## config.mk

```make
export PLATFORM = sky130hd
export DESIGN_NAME = sreg_branch_unit
export DESIGN_NICKNAME = d
export VERILOG_FILES = /design/src/rtl/sbu_pkg.sv /design/src/rtl/sbu_flag_reg.sv /design/src/rtl/sbu_cond_eval.sv /design/src/rtl/sbu_pc_step.sv /design/src/rtl/sreg_branch_unit.sv
export SDC_FILE = /design/constraint.sdc
export NUM_CORES = 1
export LEC_CHECK = 0
export BUFFER_PORTS_ARGS = -buffer_cell sky130_fd_sc_hd__clkbuf_2
export CORE_MARGIN = 1.5
export CORE_UTILIZATION = 56
export CTS_CLUSTER_DIAMETER = 30
export DETAILED_ROUTE_END_ITERATION = 8
export PLACE_DENSITY = 0.87
export SETUP_SLACK_MARGIN = 0.1
export SLEW_MARGIN = 20
export SYNTH_ARGS = -nofsm -noshare
export SYNTH_HDL_FRONTEND = slang
export SYNTH_SLANG_ARGS = --single-unit
export TNS_END_PERCENT = 5
```

## constraint.sdc

```tcl
create_clock -name clk -period 10.3 [get_ports clk]
set_clock_uncertainty 0.05 [all_clocks]
set_input_delay 0.515 -clock clk [delete_from_list [all_inputs] [get_ports clk]]
set_output_delay 0.515 -clock clk [all_outputs]
set_load 0.01 [all_outputs]
```

## src/rtl/sbu_pkg.sv

```systemverilog
package sbu_pkg;
  localparam int NFLAGS = 8;
  localparam int FIW    = 3;
  localparam int CYC_W  = 3;

  localparam int FLAG_C = 0;
  localparam int FLAG_Z = 1;
  localparam int FLAG_N = 2;
  localparam int FLAG_V = 3;
  localparam int FLAG_S = 4;
  localparam int FLAG_H = 5;
  localparam int FLAG_T = 6;
  localparam int FLAG_I = 7;

  typedef enum logic [3:0] {
    OP_NOP  = 4'd0,
    OP_FSET = 4'd1,
    OP_FCLR = 4'd2,
    OP_BST  = 4'd3,
    OP_BLD  = 4'd4,
    OP_BRS  = 4'd5,
    OP_BRC  = 4'd6,
    OP_BRGE = 4'd7,
    OP_BRLT = 4'd8,
    OP_SKEQ = 4'd9,
    OP_SKBS = 4'd10,
    OP_SKBC = 4'd11,
    OP_RETI = 4'd12
  } op_e;
endpackage

```

## src/rtl/sbu_flag_reg.sv

```systemverilog
module sbu_flag_reg
  import sbu_pkg::*;
#(
  parameter int DW  = 8,
  parameter int BIW = $clog2(DW)
) (
  input  logic              clk,
  input  logic              rst_n,
  input  logic              alu_we,
  input  logic [NFLAGS-1:0] alu_mask,
  input  logic [NFLAGS-1:0] alu_flags,
  input  logic              op_valid,
  input  op_e               op,
  input  logic [FIW-1:0]    flag_idx,
  input  logic [BIW-1:0]    bit_idx,
  input  logic [DW-1:0]     reg_val,
  output logic [NFLAGS-1:0] sreg_q
);
  logic [NFLAGS-1:0] nxt;

  always_comb begin
    nxt = sreg_q;
    if (alu_we) nxt = (sreg_q & ~alu_mask) | (alu_flags & alu_mask);
    if (op_valid) begin
      case (op)
        OP_FSET: nxt[flag_idx] = 1'b1;
        OP_FCLR: nxt[flag_idx] = 1'b0;
        OP_BST:  nxt[FLAG_T]   = reg_val[bit_idx];
        OP_RETI: nxt[FLAG_I]   = 1'b1;
        default: ;
      endcase
    end
  end

  always_ff @(posedge clk or negedge rst_n) begin
    if (!rst_n) sreg_q <= '0;
    else        sreg_q <= nxt;
  end

  AST_FSET_WINS: assert property (@(posedge clk) disable iff (!rst_n)
    op_valid && op == OP_FSET |=> sreg_q[$past(flag_idx)] == 1'b1);
  AST_FCLR_WINS: assert property (@(posedge clk) disable iff (!rst_n)
    op_valid && op == OP_FCLR |=> sreg_q[$past(flag_idx)] == 1'b0);
  AST_BLD_KEEPS_FLAGS: assert property (@(posedge clk) disable iff (!rst_n)
    op_valid && op == OP_BLD && !alu_we |=> $stable(sreg_q));
  AST_RETI_SETS_I: assert property (@(posedge clk) disable iff (!rst_n)
    op_valid && op == OP_RETI |=> sreg_q[FLAG_I]);
endmodule

```

## src/rtl/sbu_cond_eval.sv

```systemverilog
module sbu_cond_eval
  import sbu_pkg::*;
#(
  parameter int DW  = 8,
  parameter int BIW = $clog2(DW)
) (
  input  op_e               op,
  input  logic [NFLAGS-1:0] flags,
  input  logic [FIW-1:0]    flag_idx,
  input  logic [BIW-1:0]    bit_idx,
  input  logic [DW-1:0]     reg_val,
  input  logic [DW-1:0]     cmp_val,
  output logic              is_branch,
  output logic              is_skip,
  output logic              holds
);
  logic signed_lt;
  assign signed_lt = flags[FLAG_N] ^ flags[FLAG_V];

  always_comb begin
    is_branch = 1'b0;
    is_skip   = 1'b0;
    holds     = 1'b0;
    case (op)
      OP_BRS:  begin is_branch = 1'b1; holds = flags[flag_idx];         end
      OP_BRC:  begin is_branch = 1'b1; holds = !flags[flag_idx];        end
      OP_BRGE: begin is_branch = 1'b1; holds = !signed_lt;              end
      OP_BRLT: begin is_branch = 1'b1; holds = signed_lt;               end
      OP_SKEQ: begin is_skip   = 1'b1; holds = (reg_val == cmp_val);    end
      OP_SKBS: begin is_skip   = 1'b1; holds = reg_val[bit_idx];        end
      OP_SKBC: begin is_skip   = 1'b1; holds = !reg_val[bit_idx];       end
      default: ;
    endcase
  end
endmodule

```

## src/rtl/sbu_pc_step.sv

```systemverilog
module sbu_pc_step
  import sbu_pkg::*;
#(
  parameter int PC_W  = 16,
  parameter int OFS_W = 7
) (
  input  logic [PC_W-1:0]  pc,
  input  logic [OFS_W-1:0] ofs,
  input  logic             next_long,
  input  logic             is_branch,
  input  logic             is_skip,
  input  logic             holds,
  input  logic             is_reti,
  output logic [PC_W-1:0]  npc,
  output logic [CYC_W-1:0] cyc,
  output logic             take
);
  localparam int EXT = PC_W - OFS_W;
  logic [PC_W-1:0] ofs_ext;

  generate
    if (EXT > 0) begin : g_sext
      assign ofs_ext = {{EXT{ofs[OFS_W-1]}}, ofs};
    end else begin : g_trunc
      assign ofs_ext = ofs[PC_W-1:0];
    end
  endgenerate

  always_comb begin
    take = (is_branch || is_skip) && holds;
    npc  = pc + PC_W'(1);
    cyc  = CYC_W'(1);
    if (is_branch && holds) begin
      npc = pc + ofs_ext + PC_W'(1);
      cyc = CYC_W'(2);
    end else if (is_skip && holds) begin
      npc = pc + (next_long ? PC_W'(3) : PC_W'(2));
      cyc = next_long ? CYC_W'(3) : CYC_W'(2);
    end
    if (is_reti) cyc = CYC_W'(4);
  end
endmodule

```

## src/rtl/sreg_branch_unit.sv

```systemverilog
module sreg_branch_unit
  import sbu_pkg::*;
#(
  parameter int DW    = 8,
  parameter int PC_W  = 16,
  parameter int OFS_W = 7
) (
  input  logic              clk,
  input  logic              rst_n,
  input  logic              alu_we,
  input  logic [7:0]        alu_mask,
  input  logic [7:0]        alu_flags,
  input  logic              op_valid,
  input  logic [3:0]        op_code,
  input  logic [2:0]        flag_idx,
  input  logic [2:0]        bit_idx,
  input  logic [DW-1:0]     reg_val,
  input  logic [DW-1:0]     cmp_val,
  input  logic [PC_W-1:0]   pc_in,
  input  logic [OFS_W-1:0]  br_ofs,
  input  logic              next_long,
  output logic [7:0]        sreg,
  output logic              res_valid,
  output logic              taken,
  output logic [PC_W-1:0]   next_pc,
  output logic [2:0]        cycles,
  output logic [DW-1:0]     bld_value
);
  localparam int BIW = $clog2(DW);

  op_e              op;
  logic             is_branch, is_skip, holds, take;
  logic [PC_W-1:0]  npc;
  logic [CYC_W-1:0] cyc;
  logic [DW-1:0]    bld_c;

  assign op = op_e'(op_code);

  sbu_flag_reg #(.DW(DW), .BIW(BIW)) u_flags (
    .clk(clk), .rst_n(rst_n), .alu_we(alu_we), .alu_mask(alu_mask),
    .alu_flags(alu_flags), .op_valid(op_valid), .op(op),
    .flag_idx(flag_idx), .bit_idx(bit_idx[BIW-1:0]), .reg_val(reg_val),
    .sreg_q(sreg)
  );

  sbu_cond_eval #(.DW(DW), .BIW(BIW)) u_cond (
    .op(op), .flags(sreg), .flag_idx(flag_idx), .bit_idx(bit_idx[BIW-1:0]),
    .reg_val(reg_val), .cmp_val(cmp_val), .is_branch(is_branch),
    .is_skip(is_skip), .holds(holds)
  );

  sbu_pc_step #(.PC_W(PC_W), .OFS_W(OFS_W)) u_step (
    .pc(pc_in), .ofs(br_ofs), .next_long(next_long), .is_branch(is_branch),
    .is_skip(is_skip), .holds(holds), .is_reti(op == OP_RETI),
    .npc(npc), .cyc(cyc), .take(take)
  );

  always_comb begin
    bld_c = reg_val;
    bld_c[bit_idx[BIW-1:0]] = sreg[FLAG_T];
  end

  always_ff @(posedge clk or negedge rst_n) begin
    if (!rst_n) begin
      res_valid <= 1'b0;
      taken     <= 1'b0;
      next_pc   <= '0;
      cycles    <= '0;
      bld_value <= '0;
    end else begin
      res_valid <= op_valid;
      taken     <= op_valid && take;
      if (op_valid) begin
        next_pc   <= npc;
        cycles    <= cyc;
        bld_value <= bld_c;
      end
    end
  end

  AST_NO_RESULT_TAKEN: assert property (@(posedge clk) disable iff (!rst_n)
    !res_valid |-> !taken);
  AST_TAKEN_COSTS_MORE: assert property (@(posedge clk) disable iff (!rst_n)
    res_valid && taken |-> cycles == 3'd2 || cycles == 3'd3);
  AST_NOTAKEN_STEP: assert property (@(posedge clk) disable iff (!rst_n)
    res_valid && !taken |-> next_pc == PC_W'($past(pc_in) + 1'b1));
  AST_VALID_FOLLOWS_OP: assert property (@(posedge clk) disable iff (!rst_n)
    op_valid |=> res_valid);
endmodule

```

# Yosys cells after proc, flatten, opt, wreduce, memory -nomap -nowiden
# Index checks and enable logic that the tools add are counted.
# W data, S select, Z words.
[op_classes] add_sub_neg=4 bitwise_logic=8 n_mux=24 n_reduce_logical=12 n_eq_ne=12 n_lt_le_gt_ge=4
[ops] op="$add A16 B1 Y16 const B" count=2
[ops] op="$add A16 B16 Y16" count=2
[ops] op="$mux W16" count=2
[ops] op="$and A8 B8 Y8" count=3
[ops] op="$eq A4 B4 Y1 const B" count=5
[ops] op="$mux W8" count=2
[ops] op="$not A8 Y8" count=2
[ops] op="$or A8 B8 Y8" count=2
[ops] op="$eq A4 B3 Y1 const B" count=3
[ops] op="$pmux W6 S2" count=1
[ops] op="$mux W3" count=3
[ops] op="$bwmux W8" count=1
[ops] op="$eq A4 B2 Y1 const B" count=2
[ops] op="$eq A8 B8 Y1" count=1
[ops] op="$lt A3 B4 Y1 const B" count=2
[ops] op="$mux W1" count=8
[ops] op="$pmux W1 S7" count=1
[ops] op="$bmux W1 S3" count=2
[ops] op="$demux W1 S3" count=2
[ops] op="$ge A3 B1 Y1 const B" count=2
[ops] op="$logic_and A1 B1 Y1" count=6
[ops] op="$pmux W1 S3" count=2
[ops] op="$eq A4 B1 Y1 const B" count=1
[ops] op="$reduce_or A4 Y1" count=1
[ops] op="other kinds (4)" count=6
[word_totals] inputBits=70 out_inout_bits=37 regBits=37 elab_cells=70

# Logic depth before layout (Yosys ltp)
[logic_depth] ltp_word=8 mapped_depth=16 ltp_nobuf=15

# By module
# A second synthesis with hierarchy kept.
[hier_totals] hier_cells=393 hier_area_um2=3469.6
[modules_own_cells] mod="sbu_pc_step" area_each_um2=1286.2 seq_area_each_um2=0.0 cells_each=189 instances=1
[modules_own_cells] mod="sreg_branch_unit" area_each_um2=1183.6 seq_area_each_um2=725.7 cells_each=88 instances=1
[modules_own_cells] mod="sbu_flag_reg" area_each_um2=646.9 seq_area_each_um2=200.2 cells_each=77 instances=1
[modules_own_cells] mod="sbu_cond_eval" area_each_um2=352.8 seq_area_each_um2=0.0 cells_each=39 instances=1

# Least setup slack after synthesis
# No wires, ideal clock.
[synth_timing] path_kind="input port to flip-flop" startpoint="input port bit_idx[1]" endpoint="register next_pc[12]" required_ns=10.134 arrival_time_ns=3.439 path_buffers=1 setup_ns=0.116 stages=16 slack_ns=6.696 cell_sequence="buf_2 > mux2i_1 > o2bb2ai_1 > a221oi_1 > o21ai_0 > a32oi_1 > or2_1 > ha_1 > inv_1 > fa_1 > nor2_1 > nand2_1 > nor3_1 > xor2_1 > nand3_1 > o311ai_0"
[synth_between] elab_chain_len=7 word_cells_on_any_way=8 classes_between="5 x mux; 3 x reduce/logical"
[synth_lines] element="start: declaration" line="sreg_branch_unit.sv:16" source="input logic [2:0] bit_idx,"
[synth_lines] element="$bmux W1 S3 *" line="sbu_cond_eval.sv:30, sbu_cond_eval.sv:31"
[synth_lines] element="$mux W1 (implied by the code) *" line="sbu_cond_eval.sv:30, sbu_cond_eval.sv:31"
[synth_lines] element="$logic_not A1 Y1" line="sbu_cond_eval.sv:31" source="OP_SKBC: begin is_skip = 1'b1; holds = !reg_val[bit_idx]; end"
[synth_lines] element="$pmux W1 S7 *" line="sbu_cond_eval.sv:24" source="case (op)"
[synth_lines] element="$logic_and A1 B1 Y1" line="sbu_pc_step.sv:36" source="end else if (is_skip && holds) begin"
[synth_lines] element="$mux W16" line="sbu_pc_step.sv:36"
[synth_lines] element="$mux W16 *" line="sbu_pc_step.sv:33" source="if (is_branch && holds) begin"
[synth_lines] element="end signal: assignment" line="sreg_branch_unit.sv:74" source="next_pc <= npc;"
[synth_lines] element="end: declaration" line="sreg_branch_unit.sv:25" source="output logic [PC_W-1:0] next_pc,"
# Mark *: on every way between the ends. The rest lies on a longest branch, timed or not. The select of a mux whose other input is x is not followed.
# A chain may end at the register's enable or synchronous reset.

# Worst setup path after layout
# Ends and elaborated chain as after synthesis.

==> results.ini <==
[timing]
fin_crit_ns=3.906
fmax_ghz=0.2560
worst_pin_slew_ns=0.9475
fin_setup_tns_ns=0
rsz0062_at_grt=false
period_share_pct=37.93
fin_ws_ns=6.394
hold_viol=0
setup_viol=0
maxSlewHeadroom_pct=36.76
drv_slew=0

[synth]
synth_area_leaders=dfrtp_1, mux2i_1, ha_1
syn_area_sq_mm=0.003272
ys.flop_type=dfrtp_1
synth_top_area_cell=dfrtp_1
synth-edff-count=0
postSynthCellCount=397
ys_types=56
synth_seq_cells=37
synth_warnings=0
ys_seq_area_share_pct=28.30
synth_async_sr_flop_share_pct=100.0
syn-num-nets=486
postSynthAreaPerCell_sq_um=8.242
synth_top_cell_area_share_pct=28.30

[placed_design]
pre_cts_ws_ns=6.101
place.gp.congestion=0.9261
dpl_cell_area_sq_mm=0.003819
port_buffers=106
dpl.hpwl_um=6685

[global_route]
busiest_layer=met2
grt_usage_pct=27.51
grt_pass1_wl_um=13800
use_met1_pct=34.86
grt.overflow.total=0
antenna_found_initial=0
grt_pass1_vias=3135
grt_start_max_net_pins=53
grt.met3_usage_pct=2.857
grtUsageMet2_pct=48.39

[hold_path]
min_path_type=in2async

[floorplan]
start_util_pct=58.70
die_area_sq_mm=0.006310
pin_count=107
die-width_um=79.44
die_h_um=79.44
fp.coreArea_sq_mm=0.005574
fp-row-count=27

[final_layout]
drive_above_1_share_pct=24.75
final_cell_mix=clkbuf_2, nor2_1, dfrtp_1
final_area_sq_mm=0.003935
syn_to_final_growth_pct=20.27
fill_cells=471
utilization_pct=70.59
layout_commonest_cell=clkbuf_2
fin_nets=581
n_antenna_cell=0

[clock_network]
clockRootBuffer=clkbuf_8
cts_tree=done
hold_buffers=0
clock_sinks=37
clk_path_buf_depth=2
cts.repair.resized=0
cts_made_buffers=5
cts_setup_buffers=0
ctsHtreeMaxLevel=2
clk_pin_slew_worst_paths_ns=0.08
worstSkewPairLatency_ns=0.29

[power_and_ir_drop]
ir_worst_vdd_mv=0.07430
leakage_nw=1.943
power.density_mw_per_mm2=120.8

[flow_run]
cap_violations=0

[setup_path]
path_class=in2reg
arrival_ns=4.03
cp_max_fo=11
required_ns=10.42
critPathLaunchType=input pin
end_kind=flip-flop

[route]
viasPerCell=5.890
drt_wl_total_um=8397
drc=0
post_drt_wl_per_cell_um=14.86
first_pass_iters=5
ant_nets=0
drtIter0Drc=190
vias=3328

[outcome]
status=completed

==> layout make-up <==
type | instances | area [sq um] | area share (%)
clock inverter | 1 | 30.03 | 0.7631
sequential | 37 | 925.9 | 23.53
multi-input combinational | 322 | 2193 | 55.74
timing repair buffer | 107 | 538.0 | 13.67
tap | 72 | 90.09 | 2.289
inverter | 19 | 71.32 | 1.812
clock buffer | 7 | 86.33 | 2.194
==> flip-flops by register name, summed over array words and instances, names as in the netlist <==
signal,cells
cycles,3
next_pc,16
u_flags.sreg_q,8
taken,1
res_valid,1
bld_value,8
==> per-layer routing <==
| layer | up-vias | part of all wire (%) |
|---|---|---|
| met5 | - | 0 |
| met4 | 0 | 1.7 |
| met3 | 12 | 7.1 |
| met2 | 153 | 50 |
| met1 | 1552 | 42 |
| li1 | 1611 | - |
==> cell usage after synthesis (2+ instances only) <==
master,count
a211oi_1,2
a21o_1,16
a21oi_1,34
a221oi_1,2
a31oi_1,7
and2_1,3
and3_1,2
buf_2,5
clkbuf_1,12
dfrtp_1,37
fa_1,2
ha_1,17
inv_1,18
mux2i_1,26
mux4_2,2
nand2_1,31
nand2b_1,2
nand3_1,14
nand3b_1,3
nand4_1,5
nor2_1,41
nor2b_1,10
nor3_1,7
nor4_1,2
o211ai_1,2
o21a_1,2
o21ai_0,18
o21bai_1,4
o221ai_1,3
o31ai_1,3
or2_2,3
or3_1,2
xnor2_1,21
xor2_1,17
==> worst max-delay path, cell delays in order <==
cell and delay, ns:
clkbuf_2 0.21, mux2i_1 0.21, o2bb2ai_1 0.09, a221oi_1 0.59, o21ai_0 0.19, a32oi_1 0.34, or2_1 0.19, ha_1 0.19
inv_1 0.06, fa_1 0.41, nor2_1 0.28, nand2_1 0.12, nor3_1 0.23, xor2_1 0.17, nand3_1 0.09, o311ai_0 0.15
==> per-stage QoR <==
| step | std cells | hold WS [ns] | total power, mW |
|---|---|---|---|
| after floorplan | 397 | 0.1694 | 0.2831 |
| final | 565 | 0.2889 | 0.4753 |
| after detailed placement | 557 | 0.4554 | 0.3451 |
| after global placement | 557 | 0.4270 | 0.3398 |
| after global routing | 565 | 0.3679 | 0.5036 |
| after CTS | 565 | 0.3332 | 0.4755 |
==> power breakdown <==
group | switching (mW) | internal (mW)
Combinational | 0.0933 | 0.0732
Clock | 0.0529 | 0.0790
Sequential | 0.0136 | 0.163
==> path summary, 6_finish.rpt <==
kind	from	to	slack [ns]	cells after the start
min	rst_n	u_flags.sreg_q[0]$_DFF_PN0_	0.29	1
max	bit_idx[1]	next_pc[12]$_DFFE_PN0P_	6.39	16
max in group asynchronous	rst_n	bld_value[7]$_DFFE_PN0P_	9.34	1
min reg2reg	cycles[1]$_DFFE_PN0P_	cycles[1]$_DFFE_PN0P_	0.47	1
min in group clk	cycles[1]$_DFFE_PN0P_	cycles[1]$_DFFE_PN0P_	0.47	1
max reg2reg	u_flags.sreg_q[2]$_DFF_PN0_	next_pc[12]$_DFFE_PN0P_	6.49	15
==> cell families (layout without fill, tap and decap cells) <==
family / count (synthesis) / after routing / share of synthesized area (%)
flops: 37 / 37 / 28.30
compound gates: 106 / 106 / 20.65
xor+xnor: 38 / 38 / 10.17
fa+ha+maj: 19 / 19 / 7.725
mux: 28 / 28 / 9.331
simple gates: 131 / 131 / 19.16
buf+inv: 38 / 134 / 4.665
Note: power is estimated with default switching activity, not from simulation.
